### config.mk
export PLATFORM = sky130hd
export DESIGN_NAME = tlb_paired
export DESIGN_NICKNAME = d
export VERILOG_FILES = /design/src/rtl/tlb_pkg.sv /design/src/rtl/tlb_entry.sv /design/src/rtl/tlb_prio_enc.sv /design/src/rtl/tlb_paired.sv
export SDC_FILE = /design/constraint.sdc
export NUM_CORES = 2
export LEC_CHECK = 0
export ABC_AREA = 0
export CELL_PAD_IN_SITES_DETAIL_PLACEMENT = 1
export CELL_PAD_IN_SITES_GLOBAL_PLACEMENT = 1
export CORE_ASPECT_RATIO = 0.9
export CORE_UTILIZATION = 35
export CTS_CLUSTER_DIAMETER = 100
export DETAILED_ROUTE_END_ITERATION = 8
export GPL_TIMING_DRIVEN = 0
export PLACE_DENSITY_LB_ADDON = 0.1
export SETUP_SLACK_MARGIN = 0.5
export SLEW_MARGIN = 40
export SYNTH_ARGS = -nofsm -noshare
export SYNTH_HDL_FRONTEND = slang
export SYNTH_SLANG_ARGS = --single-unit
### constraint.sdc
create_clock -name clk -period 11.6 [get_ports clk]
set_input_delay 1.16 -clock clk [delete_from_list [all_inputs] [get_ports clk]]
set_output_delay 1.16 -clock clk [all_outputs]
set_load 0.02 [all_outputs]
### src/rtl/tlb_pkg.sv
package tlb_pkg;
   // Outcome of a translation
   typedef enum logic [1:0] {
      LK_MISS  = 2'd0,
      LK_INVAL = 2'd1,
      LK_MOD   = 2'd2,
      LK_HIT   = 2'd3
   } lk_res_e;

   // Packing of one output half: {pfn, attr, d, v}
   localparam int LO_V_BIT    = 0;
   localparam int LO_D_BIT    = 1;
   localparam int LO_ATTR_LSB = 2;
endpackage

### src/rtl/tlb_entry.sv
module tlb_entry #(
   parameter int VPN2_W = 19,
   parameter int ASID_W = 8,
   parameter int MASK_W = 8,
   parameter int LO_W   = 25
) (
   input  logic              clk,
   input  logic              rst_n,
   input  logic              we,
   input  logic [VPN2_W-1:0] wr_vpn2,
   input  logic [ASID_W-1:0] wr_asid,
   input  logic              wr_g,
   input  logic [MASK_W-1:0] wr_mask,
   input  logic [LO_W-1:0]   wr_lo0,
   input  logic [LO_W-1:0]   wr_lo1,
   input  logic [VPN2_W-1:0] lk_vpn2,
   input  logic [ASID_W-1:0] lk_asid,
   output logic              lk_match,
   input  logic [VPN2_W-1:0] pr_vpn2,
   input  logic [ASID_W-1:0] pr_asid,
   output logic              pr_match,
   output logic              conflict,
   output logic [VPN2_W-1:0] q_vpn2,
   output logic [ASID_W-1:0] q_asid,
   output logic              q_g,
   output logic [MASK_W-1:0] q_mask,
   output logic [LO_W-1:0]   q_lo0,
   output logic [LO_W-1:0]   q_lo1
);
   localparam int PAD_W = VPN2_W - MASK_W;

   logic              present;
   logic [VPN2_W-1:0] own_ign;
   logic [VPN2_W-1:0] new_ign;

   always_ff @(posedge clk or negedge rst_n) begin
      if (!rst_n) begin
         present <= 1'b0;
         q_vpn2  <= '0;
         q_asid  <= '0;
         q_g     <= 1'b0;
         q_mask  <= '0;
         q_lo0   <= '0;
         q_lo1   <= '0;
      end else if (we) begin
         present <= 1'b1;
         q_vpn2  <= wr_vpn2;
         q_asid  <= wr_asid;
         q_g     <= wr_g;
         q_mask  <= wr_mask;
         q_lo0   <= wr_lo0;
         q_lo1   <= wr_lo1;
      end
   end

   assign own_ign = {{PAD_W{1'b0}}, q_mask};
   assign new_ign = {{PAD_W{1'b0}}, wr_mask};

   // Translation compare
   assign lk_match = present
                   && (((lk_vpn2 ^ q_vpn2) & ~own_ign) == '0)
                   && (q_g || (lk_asid == q_asid));

   // Probe compare
   assign pr_match = present
                   && (((pr_vpn2 ^ q_vpn2) & ~own_ign) == '0)
                   && (q_g || (pr_asid == q_asid));

   // Overlap with an incoming entry (union of both masks)
   assign conflict = present
                   && (((wr_vpn2 ^ q_vpn2) & ~(own_ign | new_ign)) == '0)
                   && (q_g || wr_g || (wr_asid == q_asid));
endmodule

### src/rtl/tlb_prio_enc.sv
module tlb_prio_enc #(
   parameter int N     = 16,
   parameter int IDX_W = 4
) (
   input  logic [N-1:0]     req,
   output logic [IDX_W-1:0] idx,
   output logic             any
);
   always_comb begin
      idx = '0;
      any = 1'b0;
      for (int i = N - 1; i >= 0; i--) begin
         if (req[i]) begin
            idx = IDX_W'(i);
            any = 1'b1;
         end
      end
   end
endmodule

### src/rtl/tlb_paired.sv
module tlb_paired
   import tlb_pkg::*;
#(
   parameter int N_ENTRIES = 16,
   parameter int VA_W      = 32,
   parameter int PG_SHIFT  = 12,
   parameter int ASID_W    = 8,
   parameter int MASK_W    = 8,
   parameter int PFN_W     = 20,
   parameter int ATTR_W    = 3,
   localparam int VPN2_W   = VA_W - PG_SHIFT - 1,
   localparam int HI_W     = VPN2_W + ASID_W,
   localparam int LO_W     = PFN_W + ATTR_W + 2,
   localparam int IDX_W    = $clog2(N_ENTRIES),
   localparam int PA_W     = PFN_W + PG_SHIFT
) (
   input  logic              clk,
   input  logic              rst_n,
   input  logic [VA_W-1:0]   lk_va,
   input  logic [ASID_W-1:0] lk_asid,
   input  logic              lk_store,
   output logic              lk_hit,
   output logic              lk_miss,
   output logic              lk_inval,
   output logic              lk_mod,
   output logic [PA_W-1:0]   lk_pa,
   output logic [ATTR_W-1:0] lk_attr,
   input  logic              wr_en,
   input  logic [IDX_W-1:0]  wr_idx,
   input  logic [HI_W-1:0]   wr_hi,
   input  logic              wr_g,
   input  logic [MASK_W-1:0] wr_mask,
   input  logic [LO_W-1:0]   wr_lo0,
   input  logic [LO_W-1:0]   wr_lo1,
   output logic              wr_mm,
   input  logic              rd_en,
   input  logic [IDX_W-1:0]  rd_idx,
   output logic              rd_vld,
   output logic [HI_W-1:0]   rd_hi,
   output logic              rd_g,
   output logic [MASK_W-1:0] rd_mask,
   output logic [LO_W-1:0]   rd_lo0,
   output logic [LO_W-1:0]   rd_lo1,
   input  logic              pr_en,
   input  logic [HI_W-1:0]   pr_hi,
   output logic              pr_vld,
   output logic [IDX_W-1:0]  pr_idx,
   output logic              pr_nf
);
   localparam int POS_W = $clog2(VA_W);
   localparam int CNT_W = $clog2(MASK_W + 1);

   // Elaboration-time parameter checks
   if (!(N_ENTRIES == 16 || N_ENTRIES == 32 || N_ENTRIES == 48 || N_ENTRIES == 64)) begin : g_bad_n
      $error("tlb_paired: N_ENTRIES must be 16, 32, 48 or 64");
   end
   if ((MASK_W % 2) != 0) begin : g_bad_mask
      $error("tlb_paired: MASK_W must be even");
   end
   if (MASK_W >= VPN2_W) begin : g_bad_span
      $error("tlb_paired: MASK_W must be narrower than the page-pair tag");
   end
   if (PA_W > VA_W + PFN_W) begin : g_bad_pa
      $error("tlb_paired: inconsistent address widths");
   end

   // Entry storage views
   logic [VPN2_W-1:0] e_vpn2 [N_ENTRIES];
   logic [ASID_W-1:0] e_asid [N_ENTRIES];
   logic              e_g    [N_ENTRIES];
   logic [MASK_W-1:0] e_mask [N_ENTRIES];
   logic [LO_W-1:0]   e_lo0  [N_ENTRIES];
   logic [LO_W-1:0]   e_lo1  [N_ENTRIES];

   logic [N_ENTRIES-1:0] lk_match;
   logic [N_ENTRIES-1:0] pr_match;
   logic [N_ENTRIES-1:0] conflict;
   logic [N_ENTRIES-1:0] conflict_other;
   logic [N_ENTRIES-1:0] we;

   logic [VPN2_W-1:0] lk_vpn2;
   logic [VPN2_W-1:0] wr_vpn2;
   logic [ASID_W-1:0] wr_asid;
   logic [VPN2_W-1:0] pr_vpn2;
   logic [ASID_W-1:0] pr_asid;
   logic              wr_ok;
   logic              rd_ok;
   logic              wr_go;

   assign lk_vpn2 = lk_va[VA_W-1:PG_SHIFT+1];
   assign wr_vpn2 = wr_hi[HI_W-1:ASID_W];
   assign wr_asid = wr_hi[ASID_W-1:0];
   assign pr_vpn2 = pr_hi[HI_W-1:ASID_W];
   assign pr_asid = pr_hi[ASID_W-1:0];

   // Index range guard: needed only when the count is not a power of two
   if ((1 << IDX_W) == N_ENTRIES) begin : g_idx_full
      assign wr_ok = 1'b1;
      assign rd_ok = 1'b1;
   end else begin : g_idx_part
      assign wr_ok = (int'(wr_idx) < N_ENTRIES);
      assign rd_ok = (int'(rd_idx) < N_ENTRIES);
   end

   for (genvar i = 0; i < N_ENTRIES; i++) begin : g_ent
      assign conflict_other[i] = conflict[i] && (wr_idx != IDX_W'(i));
      assign we[i]             = wr_go && (wr_idx == IDX_W'(i));

      tlb_entry #(
         .VPN2_W (VPN2_W),
         .ASID_W (ASID_W),
         .MASK_W (MASK_W),
         .LO_W   (LO_W)
      ) u_ent (
         .clk      (clk),
         .rst_n    (rst_n),
         .we       (we[i]),
         .wr_vpn2  (wr_vpn2),
         .wr_asid  (wr_asid),
         .wr_g     (wr_g),
         .wr_mask  (wr_mask),
         .wr_lo0   (wr_lo0),
         .wr_lo1   (wr_lo1),
         .lk_vpn2  (lk_vpn2),
         .lk_asid  (lk_asid),
         .lk_match (lk_match[i]),
         .pr_vpn2  (pr_vpn2),
         .pr_asid  (pr_asid),
         .pr_match (pr_match[i]),
         .conflict (conflict[i]),
         .q_vpn2   (e_vpn2[i]),
         .q_asid   (e_asid[i]),
         .q_g      (e_g[i]),
         .q_mask   (e_mask[i]),
         .q_lo0    (e_lo0[i]),
         .q_lo1    (e_lo1[i])
      );
   end

   assign wr_go = wr_en && wr_ok && (conflict_other == '0);

   // Translation path
   logic [IDX_W-1:0]  lk_idx;
   logic              lk_any;
   logic [MASK_W-1:0] sel_mask;
   logic [CNT_W-1:0]  sel_cnt;
   logic [POS_W-1:0]  odd_pos;
   logic [LO_W-1:0]   sel_lo;
   logic [PA_W-1:0]   off_msk;
   logic [PA_W-1:0]   frame_pa;
   lk_res_e           res;

   tlb_prio_enc #(.N(N_ENTRIES), .IDX_W(IDX_W)) u_lk_enc (
      .req (lk_match),
      .idx (lk_idx),
      .any (lk_any)
   );

   always_comb begin
      sel_mask = e_mask[lk_idx];
      sel_cnt  = CNT_W'($countones(sel_mask));
      odd_pos  = POS_W'(PG_SHIFT) + POS_W'(sel_cnt);
      sel_lo   = lk_va[odd_pos] ? e_lo1[lk_idx] : e_lo0[lk_idx];
      off_msk  = (PA_W'(1) << odd_pos) - PA_W'(1);
      frame_pa = ({sel_lo[LO_W-1:ATTR_W+LO_ATTR_LSB], {PG_SHIFT{1'b0}}} & ~off_msk)
               | (PA_W'(lk_va) & off_msk);
      if (!lk_any)                               res = LK_MISS;
      else if (!sel_lo[LO_V_BIT])                res = LK_INVAL;
      else if (lk_store && !sel_lo[LO_D_BIT])    res = LK_MOD;
      else                                       res = LK_HIT;
   end

   assign lk_hit   = (res == LK_HIT);
   assign lk_miss  = (res == LK_MISS);
   assign lk_inval = (res == LK_INVAL);
   assign lk_mod   = (res == LK_MOD);
   assign lk_pa    = lk_hit ? frame_pa : '0;
   assign lk_attr  = lk_hit ? sel_lo[ATTR_W+LO_ATTR_LSB-1:LO_ATTR_LSB] : '0;

   // Probe path
   logic [IDX_W-1:0] pr_sel;
   logic             pr_any;

   tlb_prio_enc #(.N(N_ENTRIES), .IDX_W(IDX_W)) u_pr_enc (
      .req (pr_match),
      .idx (pr_sel),
      .any (pr_any)
   );

   // Registered maintenance results
   always_ff @(posedge clk or negedge rst_n) begin
      if (!rst_n) begin
         wr_mm   <= 1'b0;
         rd_vld  <= 1'b0;
         rd_hi   <= '0;
         rd_g    <= 1'b0;
         rd_mask <= '0;
         rd_lo0  <= '0;
         rd_lo1  <= '0;
         pr_vld  <= 1'b0;
         pr_idx  <= '0;
         pr_nf   <= 1'b0;
      end else begin
         wr_mm  <= wr_en && wr_ok && (conflict_other != '0);
         rd_vld <= rd_en;
         if (rd_en) begin
            if (rd_ok) begin
               rd_hi   <= {e_vpn2[rd_idx], e_asid[rd_idx]};
               rd_g    <= e_g[rd_idx];
               rd_mask <= e_mask[rd_idx];
               rd_lo0  <= e_lo0[rd_idx];
               rd_lo1  <= e_lo1[rd_idx];
            end else begin
               rd_hi   <= '0;
               rd_g    <= 1'b0;
               rd_mask <= '0;
               rd_lo0  <= '0;
               rd_lo1  <= '0;
            end
         end
         pr_vld <= pr_en;
         if (pr_en) begin
            pr_idx <= pr_any ? pr_sel : '0;
            pr_nf  <= !pr_any;
         end
      end
   end
endmodule

# Word-level counts from Yosys, hierarchy flattened

Cells that the tools add are included.

Bits of input ports: 167
Flip-flop bits (word level): 1,486
Output and inout port bits: 133
Logic and storage cells: 716

Mux-type cells: 100
$lt $le $gt $ge: 3
Shift-type cells: 1
Reduce and logical (&&, ||, !) cells: 250
$add $sub $neg: 9
Eq/ne operators: 81
Bitwise logic cells: 150

Operators with widths:

| operator             | count |
|---|---|
| $and 19x19->19       | 48 |
| $logic_not 19->1     | 48 |
| $xor 19x19->19       | 48 |
| $bmux 25 s4          | 4 |
| $eq 8x8->1           | 48 |
| $not 19->19          | 16 |
| $not 8->19           | 16 |
| $mux 25              | 9 |
| $mux 4               | 33 |
| $logic_and 1x1->1    | 131 |
| $or 8x8->8           | 16 |
| $bmux 8 s4           | 3 |
| $bmux 19 s4          | 1 |
| $and 32x32->32       | 2 |
| $logic_or 1x1->1     | 64 |
| $mux 8               | 6 |
| $mux 19              | 2 |
| $mux 1               | 36 |
| $eq 4x4->1 const B   | 8 |
| $mux 32              | 1 |
| $ne 4x4->1 const B   | 8 |
| $not 32->32          | 1 |
| $or 32x32->32        | 1 |
| $shl 1x5->32 const A | 1 |
| other kinds (26)     | 43 |

# Longest topological paths before layout

Depth after elaboration: 39
Gate-level depth with buffers: 44
Depth with buffers taken out: 35

# Cells and area by module

A second synthesis with hierarchy kept.

Cells, all modules: 6,436
Area, all modules: 89,686.0 um2

By module, submodules not included:

| module       | seq. area each (um2) | area an instance (um2) | times used | cells an instance |
|---|---|---|---|---|
| tlb_entry    | 2,177.1              | 4,181.5                | 16         | 310 |
| tlb_paired   | 2,352.3              | 22,424.0               | 1          | 1,410 |
| tlb_prio_enc | 0.0                  | 178.9                  | 2          | 33 |

# Least setup slack after synthesis

Ideal clock, no wire load.

Path type: in2out
Start: input port lk_asid[0]
End: output port lk_pa[16]
Data arrival time: 9.859 ns
Path slack: 0.581 ns
Stages on the path: 36
Buffers on the path: 9
Cell sequence: buf_4 -> xor2_1 -> nor4_1 -> a41o_1 -> and3_1 -> nand2_1 -> a311oi_4 -> o21a_2 -> buf_6 -> buf_6 -> buf_2 -> buf_2 -> mux2i_1 -> mux2i_1 -> a21boi_0 -> mux2i_1 -> fa_1 -> inv_1 -> fa_1 -> inv_1 -> fa_1 -> ha_1 -> fa_1 -> clkbuf_1 -> clkbuf_1 -> mux4_2 -> mux4_2 -> mux2_2 -> buf_2 -> nand2_2 -> o22ai_1 -> a22oi_1 -> o2111ai_2 -> a31o_4 -> buf_6 -> a311oi_1

Cells in the longest elaborated chain, start to end: 37
Elaborated cells on any way between the ends: 114
Classes of those cells: add/sub (9); eq/ne (17); shift (1); mux (48); bitwise (5); reduce/logical (34)

RTL lines:

| what                                       | line                                 | text |
|---|---|---|
| from (decl)                                | tlb_paired.sv:20                     | `input logic [ASID_W-1:0] lk_asid,` |
| $eq 8x8->1                                 | tlb_entry.sv:62                      | `&& (q_g \|\| (lk_asid == q_asid));` |
| $logic_or 1x1->1                           | tlb_entry.sv:62                      |  |
| $logic_and 1x1->1                          | tlb_entry.sv:62                      |  |
| $mux 4 (16 in series)                      | tlb_prio_enc.sv:13                   | `if (req[i]) begin` |
| $not 4->5 (not written as such)            | tlb_paired.sv:160, tlb_paired.sv:163 |  |
| $bmux 8 s4                                 | tlb_paired.sv:160                    | `sel_mask = e_mask[lk_idx];` |
| $mux 8 (not written as such) (2 in series) | tlb_paired.sv:160                    |  |
| $add 1x1->2 (not written as such)          | tlb_paired.sv:161                    | `sel_cnt = CNT_W'($countones(sel_mask));` |
| (+5 left out)                              | n/a                                  |  |
| $mux 25                                    | tlb_paired.sv:163                    | `sel_lo = lk_va[odd_pos] ? e_lo1[lk_idx] : e_lo0[lk_idx];` |
| $logic_not 1->1                            | tlb_paired.sv:169                    | `else if (lk_store && !sel_lo[LO_D_BIT]) res = LK_MOD;` |
| $logic_and 1x1->1                          | tlb_paired.sv:169                    |  |
| $mux 1                                     | tlb_paired.sv:169                    |  |
| $mux 2                                     | tlb_paired.sv:168                    | `else if (!sel_lo[LO_V_BIT]) res = LK_INVAL;` |
| $mux 2                                     | tlb_paired.sv:167                    | `if (!lk_any) res = LK_MISS;` |
| $eq 2x2->1                                 | tlb_paired.sv:173                    | `assign lk_hit = (res == LK_HIT);` |
| $mux 32 *                                  | tlb_paired.sv:177                    | `assign lk_pa = lk_hit ? frame_pa : '0;` |
| to (decl)                                  | tlb_paired.sv:26                     | `output logic [PA_W-1:0] lk_pa,` |

Mark *: on every way between the ends. The rest lies on a longest branch, timed or not. The select of a mux whose other input is x is not followed.

# Worst setup path after layout

Start: input port lk_va[19]
End: output port lk_pa[18]

Cells in the longest elaborated chain, start to end: 39
Elaborated cells on any way between the ends: 146
Classes of those cells: add/sub (9); eq/ne (1); shift (1); mux (48); bitwise (37); reduce/logical (50)

RTL lines:

| what                            | line                                 | text |
|---|---|---|
| from (decl)                     | tlb_paired.sv:19                     | `input logic [VA_W-1:0] lk_va,` |
| $xor 19x19->19                  | tlb_entry.sv:61                      | `&& (((lk_vpn2 ^ q_vpn2) & ~own_ign) == '0)` |
| $and 19x19->19                  | tlb_entry.sv:61                      |  |
| $logic_not 19->1                | tlb_entry.sv:61                      |  |
| $logic_and 1x1->1               | tlb_entry.sv:61                      |  |
| $logic_and 1x1->1               | tlb_entry.sv:62                      |  |
| $mux 4 (16 in series)           | tlb_prio_enc.sv:13                   |  |
| $not 4->5 (not written as such) | tlb_paired.sv:160, tlb_paired.sv:163 |  |
| $bmux 8 s4                      | tlb_paired.sv:160                    |  |
| (+8 left out)                   | n/a                                  |  |
| $mux 25                         | tlb_paired.sv:163                    |  |
| $logic_not 1->1                 | tlb_paired.sv:169                    |  |
| $logic_and 1x1->1               | tlb_paired.sv:169                    |  |
| $mux 1                          | tlb_paired.sv:169                    |  |
| $mux 2                          | tlb_paired.sv:168                    |  |
| $mux 2                          | tlb_paired.sv:167                    |  |
| $eq 2x2->1                      | tlb_paired.sv:173                    |  |
| $mux 32 *                       | tlb_paired.sv:177                    |  |

Marked as above.

==> qor.yml <==
status:
  status: "finished with violations"
  violations: "negative setup slack"
critical_path:
  r2r_start: "g_ent[7].u_ent.q_vpn2[7]$_DFFE_PN0P_"
  critPathMaxFanout: 10
  cpLargestDelayFamily: "buffers and inverters"
  cpPeakStageDelay_ns: 0.68
  worstSetupStartpointType: "input port"
  worstSetupStartpoint: "lk_va[19]"
  end_kind: "primary output"
  cp_common_cell: "buf_12"
  cp_num_buf_inv: 21
  critPathSlowestCell: "mux4_2"
  critical_path_class: "input port to primary output"
  worstPathRequired_ns: 10.44
  crit_arrival_ns: 11.36
route:
  viasPerCell: 6.614
  drt_iter0_drc: 11530
  wire_per_inst_um: 50.01
  ant_nets: 0
  dr.pass1.iters: 5
  drc_errors: 0
  route.vias.total: 80840
  routed_wl_mm: 611.2
clock_tree:
  cts.sinks: 1486
  clk-insertion-delay-late_ns: 0.92
  cts_root_buf: "clkbuf_16"
  cts_buffer_depth: 4
  cts_buffers: 190
  clk_pin_slew_ns: 0.06
  cts_max_level: 4
  cts_tree: "done"
power_and_ir_drop:
  peakVddDrop_mv: 0.4125
  power_w: 0.03102
  cellPowerDensity_nw_per_um2: 267.0
  p_leak_nw: 45.67
placed_design:
  dp_slack_ns: -5.909
  place.gp.congestion: 1.030
  portBuffers: 212
  placed_area_um2: 104100
  place_hpwl_mm: 461.1
synthesis:
  syn_area_um2: 93500
  ys.flop_type: "dfrtp_1"
  ys_warn_count: 0
  synth_cells: 7750
  synth.top_cell.area_share_pct: 39.77
  synthTopCellsByArea: "dfrtp_1 40%, mux2_2 18%, mux4_2 11%"
  synth_top_area_cell: "dfrtp_1"
  syn_nets: 7926
  syn_avg_cell_area_um2: 12.06
  async_flop_share_pct: 100.0
  synth_seq_cells: 1486
  synth_edf_count: 0
  synth_seq_area_share_pct: 39.77
  post_synth_num_cell_types: 95
worst_hold_path:
  min_path_type: "input port to asynchronous set/reset pin"
floorplan:
  die-area_um2: 269200
  die_y_um: 492.3
  fp-row-count: 179
  fp.coreArea_um2: 265000
  start_util_pct: 35.29
  io-pin-count: 300
  fp.dieW_um: 546.8
sta:
  finalSetupViolations: 38
  fmax_mhz: 79.88
  finClkSkew_ns: 0.07600
  hold_viol: 0
  layout_setup_ws_ns: -0.9187
  drv_slew: 0
  relSlewSlack_pct: 30.31
  rsz0062_at_grt: "yes"
  period_needed_ns: 12.52
  fin_crit_sh_pct: 107.9
  worst_pin_slew_ns: 1.016
global_routing:
  grt_overflow_total: 0
  track_usage_pct: 44.70
  grt_pass1_wl_mm: 794.9
  antenna_found_initial: 100
  grt_max_degree: 112
  grt_pass1_vias: 78630
finish:
  final_area_um2: 116200
  layout-drive-gt1-share_pct: 41.89
  syn_to_final_growth_pct: 24.26
  fin_nets: 8690
run:
  drv_cap: 0
## per-layer routing
metal	up-vias	global-route usage, %	share of wire [%]
met1	44060	63.35	43
met4	32	17.52	4.6
li1	30190	-	-
met5	-	0	0.057
met2	5450	58.60	38
met3	1107	19.62	14
## report_power, final
| group | total (W) | switching, W | leakage, nW | internal (W) |
|---|---|---|---|---|
| combinational | 0.0162 | 0.00946 | 24.5 | 0.00678 |
| sequential | 0.00856 | 0.00213 | 18.1 | 0.00642 |
| clock | 0.00622 | 0.00261 | 3.08 | 0.00361 |
## logic make-up after synthesis
| kind of cell | Yosys count | share of synthesized area (%) |
|---|---|---|
| adder cells (fa/ha/maj) | 9 | 0.1606 |
| buffers and inverters | 717 | 3.622 |
| multiplexers | 2268 | 32.20 |
| AND/OR/NAND/NOR | 1313 | 7.139 |
| XOR/XNOR | 1297 | 12.16 |
| flip-flops | 1486 | 39.77 |
| AO/OA/AOI/OAI | 660 | 4.950 |
## final timing paths
check	to	slack, ns	cells after the start
worst min-delay path	g_ent[7].u_ent.q_asid[5]$_DFFE_PN0P_	0.20	1
worst max register to register	g_ent[15].u_ent.q_lo1[0]$_DFFE_PN0P_	4.84	15
max in group asynchronous	g_ent[3].u_ent.q_lo1[13]$_DFFE_PN0P_	8.15	7
worst max-delay path	lk_pa[18]	-0.92	44
min in group clk	rd_mask[5]$_DFFE_PN0P_	0.50	1
worst min register to register	rd_mask[5]$_DFFE_PN0P_	0.50	1
## area by class of cell
type	instances	area [um2]
antenna	38	95.09
buffer	697	5135
clock buffer	267	5517
clock inverter	67	763.2
fill	27270	148800
inverter	20	101.3
multi-input combinational	5547	55460
sequential	1486	37250
tap	3529	4415
timing repair buffer	572	7452
## Yosys cell counts (7+ instances only)
| library cell | count |
|---|---|
| a32oi_1 | 11 |
| a2111oi_0 | 11 |
| nor4_1 | 78 |
| buf_2 | 121 |
| a31oi_1 | 42 |
| clkbuf_1 | 354 |
| mux2i_1 | 326 |
| buf_4 | 49 |
| nand2b_1 | 29 |
| nand4_1 | 260 |
| nor4_2 | 8 |
| nand3_1 | 145 |
| xnor2_1 | 1107 |
| a41o_1 | 18 |
| o21ai_0 | 84 |
| and3_1 | 36 |
| o311ai_0 | 20 |
| o211ai_1 | 54 |
| nand2_1 | 374 |
| inv_1 | 19 |
| a21boi_0 | 11 |
| mux4_2 | 441 |
| nor3_1 | 194 |
| xor2_1 | 189 |
| dfrtp_1 | 1486 |
| and2_1 | 18 |
| o221ai_1 | 10 |
| o21a_1 | 7 |
| a21oi_1 | 94 |
| a211oi_1 | 41 |
| a221oi_1 | 10 |
| mux2_2 | 1497 |
| a22oi_1 | 13 |
| o2111ai_1 | 7 |
| buf_1 | 129 |
| nor2_1 | 115 |
| nor2b_1 | 26 |
| a21o_1 | 11 |
| a31o_2 | 10 |
| o22ai_1 | 139 |
| buf_6 | 40 |
| a311oi_1 | 7 |
## metrics by stage
stage          cells  hold slack [ns]  util [%]  TNS, ns
2_1_floorplan   7750           0.4883         -        0
5_1_grt        12190           0.2199     43.83   -24.75
3_3_place_gp   11490           0.4892     37.76        -
6_report       12220           0.2007     43.85   -23.74
3_5_place_dp   11640           0.4956     39.29  -189.56
4_1_cts        12150           0.1814     43.56   -10.40
## registers in the layout (all words and copies together) (netlist names)
register             flops
rd_lo1                  25
g_ent.u_ent.q_lo1      400
pr_vld                   1
g_ent.u_ent.q_vpn2     304
rd_g                     1
g_ent.u_ent.q_g         16
g_ent.u_ent.q_asid     128
rd_mask                  8
rd_lo0                  25
pr_nf                    1
rd_vld                   1
wr_mm                    1
rd_hi                   27
pr_idx                   4
g_ent.u_ent.present     16
g_ent.u_ent.q_mask     128
g_ent.u_ent.q_lo0      400
## placed cells by master (no fill, tap or decap), drive strengths merged, types with 189 or more instances in the layout
cell type  instances
xnor2           1108
nand4            260
xor2             189
buf              737
dfrtp           1486
clkbuf           624
nor3             194
nand2            376
mux4             441
mux2i            327
mux2            1500
## repair_timing
action | 4_1_cts | 5_1_grt
setup buffers | 182 | 31
pin swaps | 115 | 31
endpoints found under the setup margin | 38 | 38
hold buffers | 0 | 0
gates cloned | 2 | 1
resized for setup | 898 | 70
Power figures use the tool's default switching activity.
